### config.mk
export PLATFORM = sky130hd
export DESIGN_NAME = acc_alu_unit
export DESIGN_NICKNAME = d
export VERILOG_FILES = /design/src/rtl/acc_alu_pkg.sv /design/src/rtl/acc_rotate_unit.sv /design/src/rtl/acc_borrow_sub.sv /design/src/rtl/acc_alu_datapath.sv /design/src/rtl/acc_alu_unit.sv
export SDC_FILE = /design/constraint.sdc
export NUM_CORES = 1
export LEC_CHECK = 0
export BUFFER_PORTS_ARGS = -buffer_cell sky130_fd_sc_hd__buf_2
export CAP_MARGIN = 40
export CORE_MARGIN = 1.5
export CORE_UTILIZATION = 38
export CTS_CLUSTER_SIZE = 16
export DETAILED_ROUTE_END_ITERATION = 16
export PLACE_DENSITY_LB_ADDON = 0.25
export SLEW_MARGIN = 25
export SYNTH_ARGS = -nofsm -noshare
export SYNTH_HDL_FRONTEND = slang
export SYNTH_HIERARCHICAL = 1
export SYNTH_SLANG_ARGS = --single-unit
### constraint.sdc
create_clock -name clk -period 6.7 [get_ports clk]
set_input_delay 0 -clock clk [delete_from_list [all_inputs] [get_ports clk]]
set_output_delay 0 -clock clk [all_outputs]
set_load 0.005 [all_outputs]
### src/rtl/acc_alu_pkg.sv
package acc_alu_pkg;

    typedef enum logic [2:0] {
        OP_ROT_LC = 3'd0,
        OP_ROT_RC = 3'd1,
        OP_ROT_LT = 3'd2,
        OP_ROT_RT = 3'd3,
        OP_SUB    = 3'd4,
        OP_SBB    = 3'd5,
        OP_XOR    = 3'd6,
        OP_RSV    = 3'd7
    } acc_op_e;

    typedef struct packed {
        logic z;
        logic n;
        logic h;
        logic c;
    } acc_flags_t;

    function automatic logic op_is_rotate(acc_op_e op);
        return (op == OP_ROT_LC) || (op == OP_ROT_RC) ||
               (op == OP_ROT_LT) || (op == OP_ROT_RT);
    endfunction

endpackage

### src/rtl/acc_rotate_unit.sv
module acc_rotate_unit #(
    parameter int DATA_W = 8
) (
    input  logic [DATA_W-1:0] a_in,
    input  logic              carry_in,
    input  logic              go_right,
    input  logic              via_carry,
    output logic [DATA_W-1:0] rot_out,
    output logic              carry_out
);
    logic fill_bit;

    always_comb begin
        if (!go_right) begin
            carry_out = a_in[DATA_W-1];
            fill_bit  = via_carry ? carry_in : a_in[DATA_W-1];
            rot_out   = {a_in[DATA_W-2:0], fill_bit};
        end else begin
            carry_out = a_in[0];
            fill_bit  = via_carry ? carry_in : a_in[0];
            rot_out   = {fill_bit, a_in[DATA_W-1:1]};
        end
    end
endmodule

### src/rtl/acc_borrow_sub.sv
module acc_borrow_sub #(
    parameter int DATA_W = 8,
    parameter int NIB_W  = 4
) (
    input  logic [DATA_W-1:0] a_in,
    input  logic [DATA_W-1:0] b_in,
    input  logic              use_borrow,
    input  logic              borrow_in,
    output logic [DATA_W-1:0] diff_out,
    output logic              half_borrow,
    output logic              full_borrow
);
    localparam int EXT_W = DATA_W + 1;
    localparam int NEX_W = NIB_W + 1;

    logic              take;
    logic [EXT_W-1:0]  a_ext;
    logic [EXT_W-1:0]  sub_ext;
    logic [EXT_W-1:0]  diff_ext;
    logic [NEX_W-1:0]  a_nib;
    logic [NEX_W-1:0]  sub_nib;

    always_comb begin
        take     = use_borrow & borrow_in;
        a_ext    = {1'b0, a_in};
        sub_ext  = {1'b0, b_in} + EXT_W'(take);
        diff_ext = a_ext - sub_ext;
        diff_out = diff_ext[DATA_W-1:0];
        full_borrow = (a_ext < sub_ext);
        a_nib    = {1'b0, a_in[NIB_W-1:0]};
        sub_nib  = {1'b0, b_in[NIB_W-1:0]} + NEX_W'(take);
        half_borrow = (a_nib < sub_nib);
    end
endmodule

### src/rtl/acc_alu_datapath.sv
module acc_alu_datapath
    import acc_alu_pkg::*;
#(
    parameter int DATA_W = 8,
    parameter int NIB_W  = 4
) (
    input  logic [DATA_W-1:0] acc_cur,
    input  logic [DATA_W-1:0] opnd,
    input  acc_op_e           op_sel,
    input  acc_flags_t        flags_cur,
    output logic [DATA_W-1:0] acc_nxt,
    output acc_flags_t        flags_nxt
);
    logic [DATA_W-1:0] rot_res;
    logic              rot_cy;
    logic [DATA_W-1:0] sub_res;
    logic              sub_hb;
    logic              sub_fb;
    logic [DATA_W-1:0] xor_res;

    acc_rotate_unit #(.DATA_W(DATA_W)) u_rot (
        .a_in      (acc_cur),
        .carry_in  (flags_cur.c),
        .go_right  (op_sel[0]),
        .via_carry (op_sel[1]),
        .rot_out   (rot_res),
        .carry_out (rot_cy)
    );

    acc_borrow_sub #(.DATA_W(DATA_W), .NIB_W(NIB_W)) u_sub (
        .a_in        (acc_cur),
        .b_in        (opnd),
        .use_borrow  (op_sel == OP_SBB),
        .borrow_in   (flags_cur.c),
        .diff_out    (sub_res),
        .half_borrow (sub_hb),
        .full_borrow (sub_fb)
    );

    always_comb begin
        xor_res   = acc_cur ^ opnd;
        acc_nxt   = acc_cur;
        flags_nxt = flags_cur;
        unique case (op_sel)
            OP_ROT_LC, OP_ROT_RC, OP_ROT_LT, OP_ROT_RT: begin
                acc_nxt   = rot_res;
                flags_nxt = '{z: 1'b0, n: 1'b0, h: 1'b0, c: rot_cy};
            end
            OP_SUB, OP_SBB: begin
                acc_nxt   = sub_res;
                flags_nxt = '{z: ~|sub_res, n: 1'b1, h: sub_hb, c: sub_fb};
            end
            OP_XOR: begin
                acc_nxt   = xor_res;
                flags_nxt = '{z: ~|xor_res, n: 1'b0, h: 1'b0, c: 1'b0};
            end
            default: begin
                acc_nxt   = acc_cur;
                flags_nxt = flags_cur;
            end
        endcase
    end
endmodule

### src/rtl/acc_alu_unit.sv
module acc_alu_unit
    import acc_alu_pkg::*;
#(
    parameter int DATA_W = 8,
    parameter int NIB_W  = 4
) (
    input  logic              clk,
    input  logic              rst_n,
    input  logic              en,
    input  logic [2:0]        op,
    input  logic [DATA_W-1:0] operand,
    output logic [DATA_W-1:0] acc,
    output logic              flag_z,
    output logic              flag_n,
    output logic              flag_h,
    output logic              flag_c
);
    typedef struct packed {
        logic [DATA_W-1:0] acc;
        acc_flags_t        flg;
    } acc_state_t;

    acc_state_t        st_d, st_q;
    acc_op_e           op_e;
    logic [DATA_W-1:0] dp_acc;
    acc_flags_t        dp_flg;

    assign op_e = acc_op_e'(op);

    acc_alu_datapath #(.DATA_W(DATA_W), .NIB_W(NIB_W)) u_dp (
        .acc_cur   (st_q.acc),
        .opnd      (operand),
        .op_sel    (op_e),
        .flags_cur (st_q.flg),
        .acc_nxt   (dp_acc),
        .flags_nxt (dp_flg)
    );

    always_comb begin
        st_d = st_q;
        if (en) begin
            st_d.acc = dp_acc;
            st_d.flg = dp_flg;
        end
    end

    always_ff @(posedge clk or negedge rst_n) begin
        if (!rst_n) st_q <= '0;
        else        st_q <= st_d;
    end

    assign acc    = st_q.acc;
    assign flag_z = st_q.flg.z;
    assign flag_n = st_q.flg.n;
    assign flag_h = st_q.flg.h;
    assign flag_c = st_q.flg.c;

    AST_IDLE_HOLDS: assert property (@(posedge clk) disable iff (!rst_n)
        !en |=> $stable(acc) && $stable({flag_z, flag_n, flag_h, flag_c}));
    AST_RSV_HOLDS: assert property (@(posedge clk) disable iff (!rst_n)
        (en && op == 3'd7) |=> $stable(acc) && $stable({flag_z, flag_n, flag_h, flag_c}));
    AST_ROT_CLEARS: assert property (@(posedge clk) disable iff (!rst_n)
        (en && op_is_rotate(op_e)) |=> !flag_z && !flag_n && !flag_h);
    AST_RLC_WRAP: assert property (@(posedge clk) disable iff (!rst_n)
        (en && op == 3'd0) |=> flag_c == acc[0] && acc[0] == $past(acc[DATA_W-1]));
    AST_RRC_WRAP: assert property (@(posedge clk) disable iff (!rst_n)
        (en && op == 3'd1) |=> flag_c == acc[DATA_W-1]);
    AST_RL_CARRY_IN: assert property (@(posedge clk) disable iff (!rst_n)
        (en && op == 3'd2) |=> acc[0] == $past(flag_c));
    AST_RR_CARRY_IN: assert property (@(posedge clk) disable iff (!rst_n)
        (en && op == 3'd3) |=> acc[DATA_W-1] == $past(flag_c));
    AST_SUB_SETS_N: assert property (@(posedge clk) disable iff (!rst_n)
        (en && (op == 3'd4 || op == 3'd5)) |=> flag_n && (flag_z == (acc == '0)));
    AST_XOR_FLAGS: assert property (@(posedge clk) disable iff (!rst_n)
        (en && op == 3'd6) |=> !flag_n && !flag_h && !flag_c && (flag_z == (acc == '0)));
endmodule

Word-level counts from Yosys, hierarchy flattened
Cells that the tools add are included.
{"block": "totals", "register_bits": 12, "inputBits": 14, "out_inout_bits": 12}
{"block": "classes", "addsub": 3, "magnitude_cmp": 2, "eq_ne": 6, "n_mux": 6, "bitwise": 2, "n_reduce_logical": 9}
{"operator": "one-hot mux 8 bit (3 select lines)", "count": 1}
{"operator": "OR reduction 8 bit", "count": 2}
{"operator": "one-hot mux 4 bit (3 select lines)", "count": 1}
{"operator": "adder 8 x 1 -> 9 bit", "count": 1}
{"operator": "== test 3 bit, second input constant", "count": 3}
{"operator": "less-than comparator 8 x 9 -> 1 bit", "count": 1}
{"operator": "two-way mux 8 bit", "count": 1}
{"operator": "subtractor 8 bit", "count": 1}
{"operator": "bitwise XOR 8 bit", "count": 1}
{"operator": "== test 3 x 2 -> 1 bit, second input constant", "count": 2}
{"operator": "adder 4 x 1 -> 5 bit", "count": 1}
{"operator": "less-than comparator 4 x 5 -> 1 bit", "count": 1}
{"operator": "OR reduction 4 bit", "count": 1}
{"operator": "== test 3 x 1 -> 1 bit, second input constant", "count": 1}
{"operator": "zero test 3 bit", "count": 1}
{"operator": "two-way mux 1 bit", "count": 3}
{"operator": "nonzero test 3 bit", "count": 1}
{"operator": "zero test 1 bit", "count": 2}
{"operator": "AND reduction 2 bit", "count": 1}
{"operator": "OR reduction 2 bit", "count": 1}
{"operator": "bitwise AND 1 bit", "count": 1}

Depth between registers and ports, before layout
{"block": "logic_depth", "depth_word": 7, "mapped_depth": 19}

Modules after synthesis
The synthesis kept the hierarchy.
{"mod": "acc_alu_datapath", "n_inst": 1, "cells_each": 87, "area_each_um2": 614.3, "seq_area_each_um2": 0.0}
{"mod": "acc_alu_unit", "n_inst": 1, "cells_each": 25, "area_each_um2": 484.2, "seq_area_each_um2": 300.3}
{"mod": "acc_borrow_sub", "n_inst": 1, "cells_each": 60, "area_each_um2": 480.5, "seq_area_each_um2": 0.0}
{"mod": "acc_rotate_unit", "n_inst": 1, "cells_each": 14, "area_each_um2": 150.1, "seq_area_each_um2": 0.0}

Worst setup path before layout
OpenSTA, ideal clock, no wires.
{"block": "synth_timing", "path_type": "input to register", "startpoint": "input port op[0]", "endpoint": "register st_q, in the netlist flag_z", "setup_ns": 0.064, "arrival_time_ns": 3.095, "path_slack_ns": 3.542, "stages": 18, "cell_sequence": "buf_2 buf_2 and2_1 and2_1 ha_1 ha_1 nand3_1 xor2_1 ha_1 and3_4 a2111oi_2 o21bai_2 xor2_1 nor4_1 a31oi_1 a31oi_1 a21boi_2 mux2_4"}
{"item": "from (decl)", "line": "acc_alu_unit.sv:10", "rtl": "input logic [2:0] op,"}
{"item": "to (signal assigned)", "line": "acc_alu_unit.sv:49", "rtl": "else st_q <= st_d;"}
{"item": "to (decl)", "line": "acc_alu_unit.sv:23", "rtl": "acc_state_t st_d, st_q;"}

==> summary.md <==
| Metric | Value |
|---|---|
| Height of the die | `70.5 um` |
| Final Hold Fails | `0` |
| Vias | `1464` |
| Vias/cell | `5.67` |
| Max Root-Sink Buffers | `2` |
| Clock Sinks | `12` |
| Boundary Pins | `26` |
| CTS Root Cell | `clkbuf_8` |
| R2R Setup Slk | `3.17 ns` |
| Bufs and invs on worst path | `1` |
| Setup crit start kind | `input port` |
| Clock share of power | `11.6%` |
| Final worst path period share | `about 55%` |
| Crit path max fanout | `31` |
| Final Non-Filler Cells | `roughly 260` |
| Post-Place Cells | `253` |
| First-pass GRT wire length | `approximately 7100 um` |
| Clock tree skew after final layout | `around 0.0064 ns` |
| First drt pass iteration count | `4` |
| Cell variety after synth | `40` |
| Initial Utilization | `39.7%` |
| Number of nets in the layout | `232` |
| Hold crit path type | `input port to async pin` |
| Initial antenna violation count | `0` |
| Max Cap Viol | `0` |
| Synthesized area | `1730 um2` |
| I/O Buffers | `25` |
| DRC violation count after routing | `0` |
| Final setup vio count | `0` |
| CTS tree | `yes` |
| Final TNS setup | `0 ns` |
| Slew HR | `a little under three fifths` |
| Register Area | `approximately 300 um2` |
| Area taken by multi-input logic gates | `1320 um2` |
| CTS clock-pin slew for the worst setup and hold paths | `0.06 ns` |
| Actual slew at the worst max-slew pin | `0.650 ns` |
| Largest net degree at the start of global routing | `34` |
| Layout cells sized above 1 | `29.6%` |
| Worst EP required | `6.89 ns` |
| Antenna viol nets, final | `0` |
| CP peak stage delay | `~0.45 ns` |
| # fillers | `450` |
| Fin. max-slew vios | `0` |
| Antenna cell count | `0` |
| Average wire per cell in the routed design | `16.0 um` |
| RSZ-0062 raised after global routing | `no` |
| # rows | `24` |
| Crit Path Category | `input port to flop` |
| Sw power | `0.324 mW` |
| Layout area overhead | `9.70%` |
| Synthesis-stage register bit count | `12` |
| Clk Latency, worst-skew pair | `about 0.25 ns` |
| Cells after synthesis | `around 190` |
| Max H-tree Level | `1` |
| Sw frac | `between 40% and 50%` |
| Critical Path AT | `3.87 ns` |
| Power Internal | `0.387 mW` |
| Kind of cell adding the most delay to the critical path | `simple AND/OR/NAND/NOR gates` |
| Die Wd | `70.5 um` |
| Syn. warnings | `6` |
| Post-DP HPWL | `3060 um` |
| Fin worst setup slack | `3.02 ns` |
| Crit path top cell by count | `ha_1` |
| Remaining Overflow, GRT | `0` |
| Crit-path slowest cell | `buf_2` |
| Final Wtd Congestion | `0.826` |
| Vias in the first global route | `roughly 1500` |
| Worst Setup End Kind | `flop` |
| Min cycle time layout | `3.68 ns` |
| Pwr/cell area | `375 nW/um2` |
| Synth top area cells | `dfrtp_1 17%, mux2_4 14%, ha_1 7.2%` |
| Place WS | `2.81 ns` |
| Postcts setup bufs | `0` |
| Gr usage total | `between 10% and 20%` |
| Post-Syn Area per Cell | `~9.3 um2` |
| Top-area cell type share of the netlist area | `approximately 17%` |
| CTS buffer count | `3` |
| Core area | `roughly 4400 um2` |
| Status | `finished clean` |
| FMAX | `0.272 GHz` |
| Synthesized Nets | `211` |
| Total wire length | `4130 um` |
| Overall power | `0.711 mW` |
| Leakage power | `0.870 nW` |
| Crit path cell chain | `buf_2, nor2b_1, and2_1, and2_1, ha_1, ha_1, nand3_1, xor2_1, ha_1, and3_4, a2111oi_2, xnor2_1, nor4_1, a31oi_1, a31oi_1, a21boi_2, mux2_4` |
| Power share of the combinational group | `64.6%` |
| Drt first-iter violations | `99` |
| Area leader, netlist | `dfrtp_1` |
| Die area | `4960 um2` |
| Worst vdd ir | `0.140 mV` |
| Sequential-to-total area share from yosys stat | `17.4%` |
| Seq pwr share | `23.8%` |
-- synth_stat cells (all sizes together) --
master / number
dfrtp: 12
a21o: 2
or2: 1
a21boi: 3
ha: 10
nand2b: 3
xor2: 14
nand3: 7
nand2: 24
nand4: 1
a2111oi: 2
buf: 9
inv: 7
nor4: 4
clkbuf: 1
a31oi: 4
mux2: 19
o221ai: 8
fa: 1
a21oi: 6
a22oi: 8
nor2b: 2
o21bai: 2
nor2: 3
xnor2: 6
o21ai: 12
mux2i: 10
and2: 3
and4: 1
and3: 1
-- through the flow --
step,cell area [um2],hold WS [ns],utilization [%]
2_1_floorplan,1730,-0.296,-
3_3_place_gp,1830,-0.100,42.1
3_5_place_dp,1830,-0.0991,42.1
4_1_cts,1900,0.167,43.6
5_1_grt,1900,0.184,43.6
6_report,1900,0.155,43.6
-- sequential cells by signal, indices dropped and copies added, names as in the netlist --
signal / count
flag_c: 1
flag_z: 1
flag_n: 1
flag_h: 1
acc: 8
-- cell usage in the layout, fill, tap and decap left out, drive strengths merged --
cell	instances
o21bai	2
clkbuf	4
inv	7
a21oi	6
nand2	24
nand4	1
fa	1
xor2	14
a31oi	4
a2111oi	2
nand3	7
nor2b	2
a21o	2
a21boi	3
and3	1
dfrtp	12
or2	1
nor2	3
buf	25
nand2b	3
nor4	4
o21ai	12
o221ai	8
dlygate4sd3	1
and2	3
xnor2	6
mux2	19
a22oi	8
and4	1
ha	10
mux2i	10
-- metal layers --
metal  up-vias  global-route usage (%)  wire [um]
met3         3                    3.03        178
met4         0                    3.21         10
met5         -                       0          0
met2        36                    29.1       1940
met1       703                    24.1       2000
li1        722                       -          -
-- cell families after synthesis --
logic type               after synthesis  share of synthesized area [%]
flip-flops                            12                           17.4
XOR/XNOR                              20                           10.1
AND/OR/NAND/NOR                       50                           14.8
adder cells (fa/ha/maj)               11                           8.39
AO/OA/AOI/OAI                         47                           21.1
multiplexers                          29                           21.6
buffers and inverters                 17                           6.58
-- cell type report --
class                      count  area share, %
inverter                       7           1.39
sequential                    12           15.8
clock buffer                   4           2.90
multi-input combinational    157           69.3
tap                           52           3.43
timing repair buffer          26           7.12
-- repair_timing --
action | in CTS | in global routing
hold endpoints to repair | 12 | 0
hold buffers | 1 | 0
gates resized for setup | 0 | 0
-- final timing paths --
kind | start | endpoint | depth (start not counted)
setup / recovery | op[2] | flag_z | 17
hold / removal | rst_n | flag_n | 2
setup reg to reg | flag_c | flag_z | 14
hold reg to reg | flag_n | flag_n | 1
max in group asynchronous | rst_n | acc[6] | 2
min in group clk | en | flag_z | 2
-- power groups by stage --
stage	clock network, mW	logic, mW	registers, mW
2_1_floorplan	0	0.360	0.152
3_3_place_gp	0	0.456	0.173
3_5_place_dp	0	0.457	0.172
4_1_cts	0.0833	0.461	0.171
5_1_grt	0.0861	0.514	0.178
6_report	0.0823	0.460	0.169
Power figures use the tool's default switching activity.
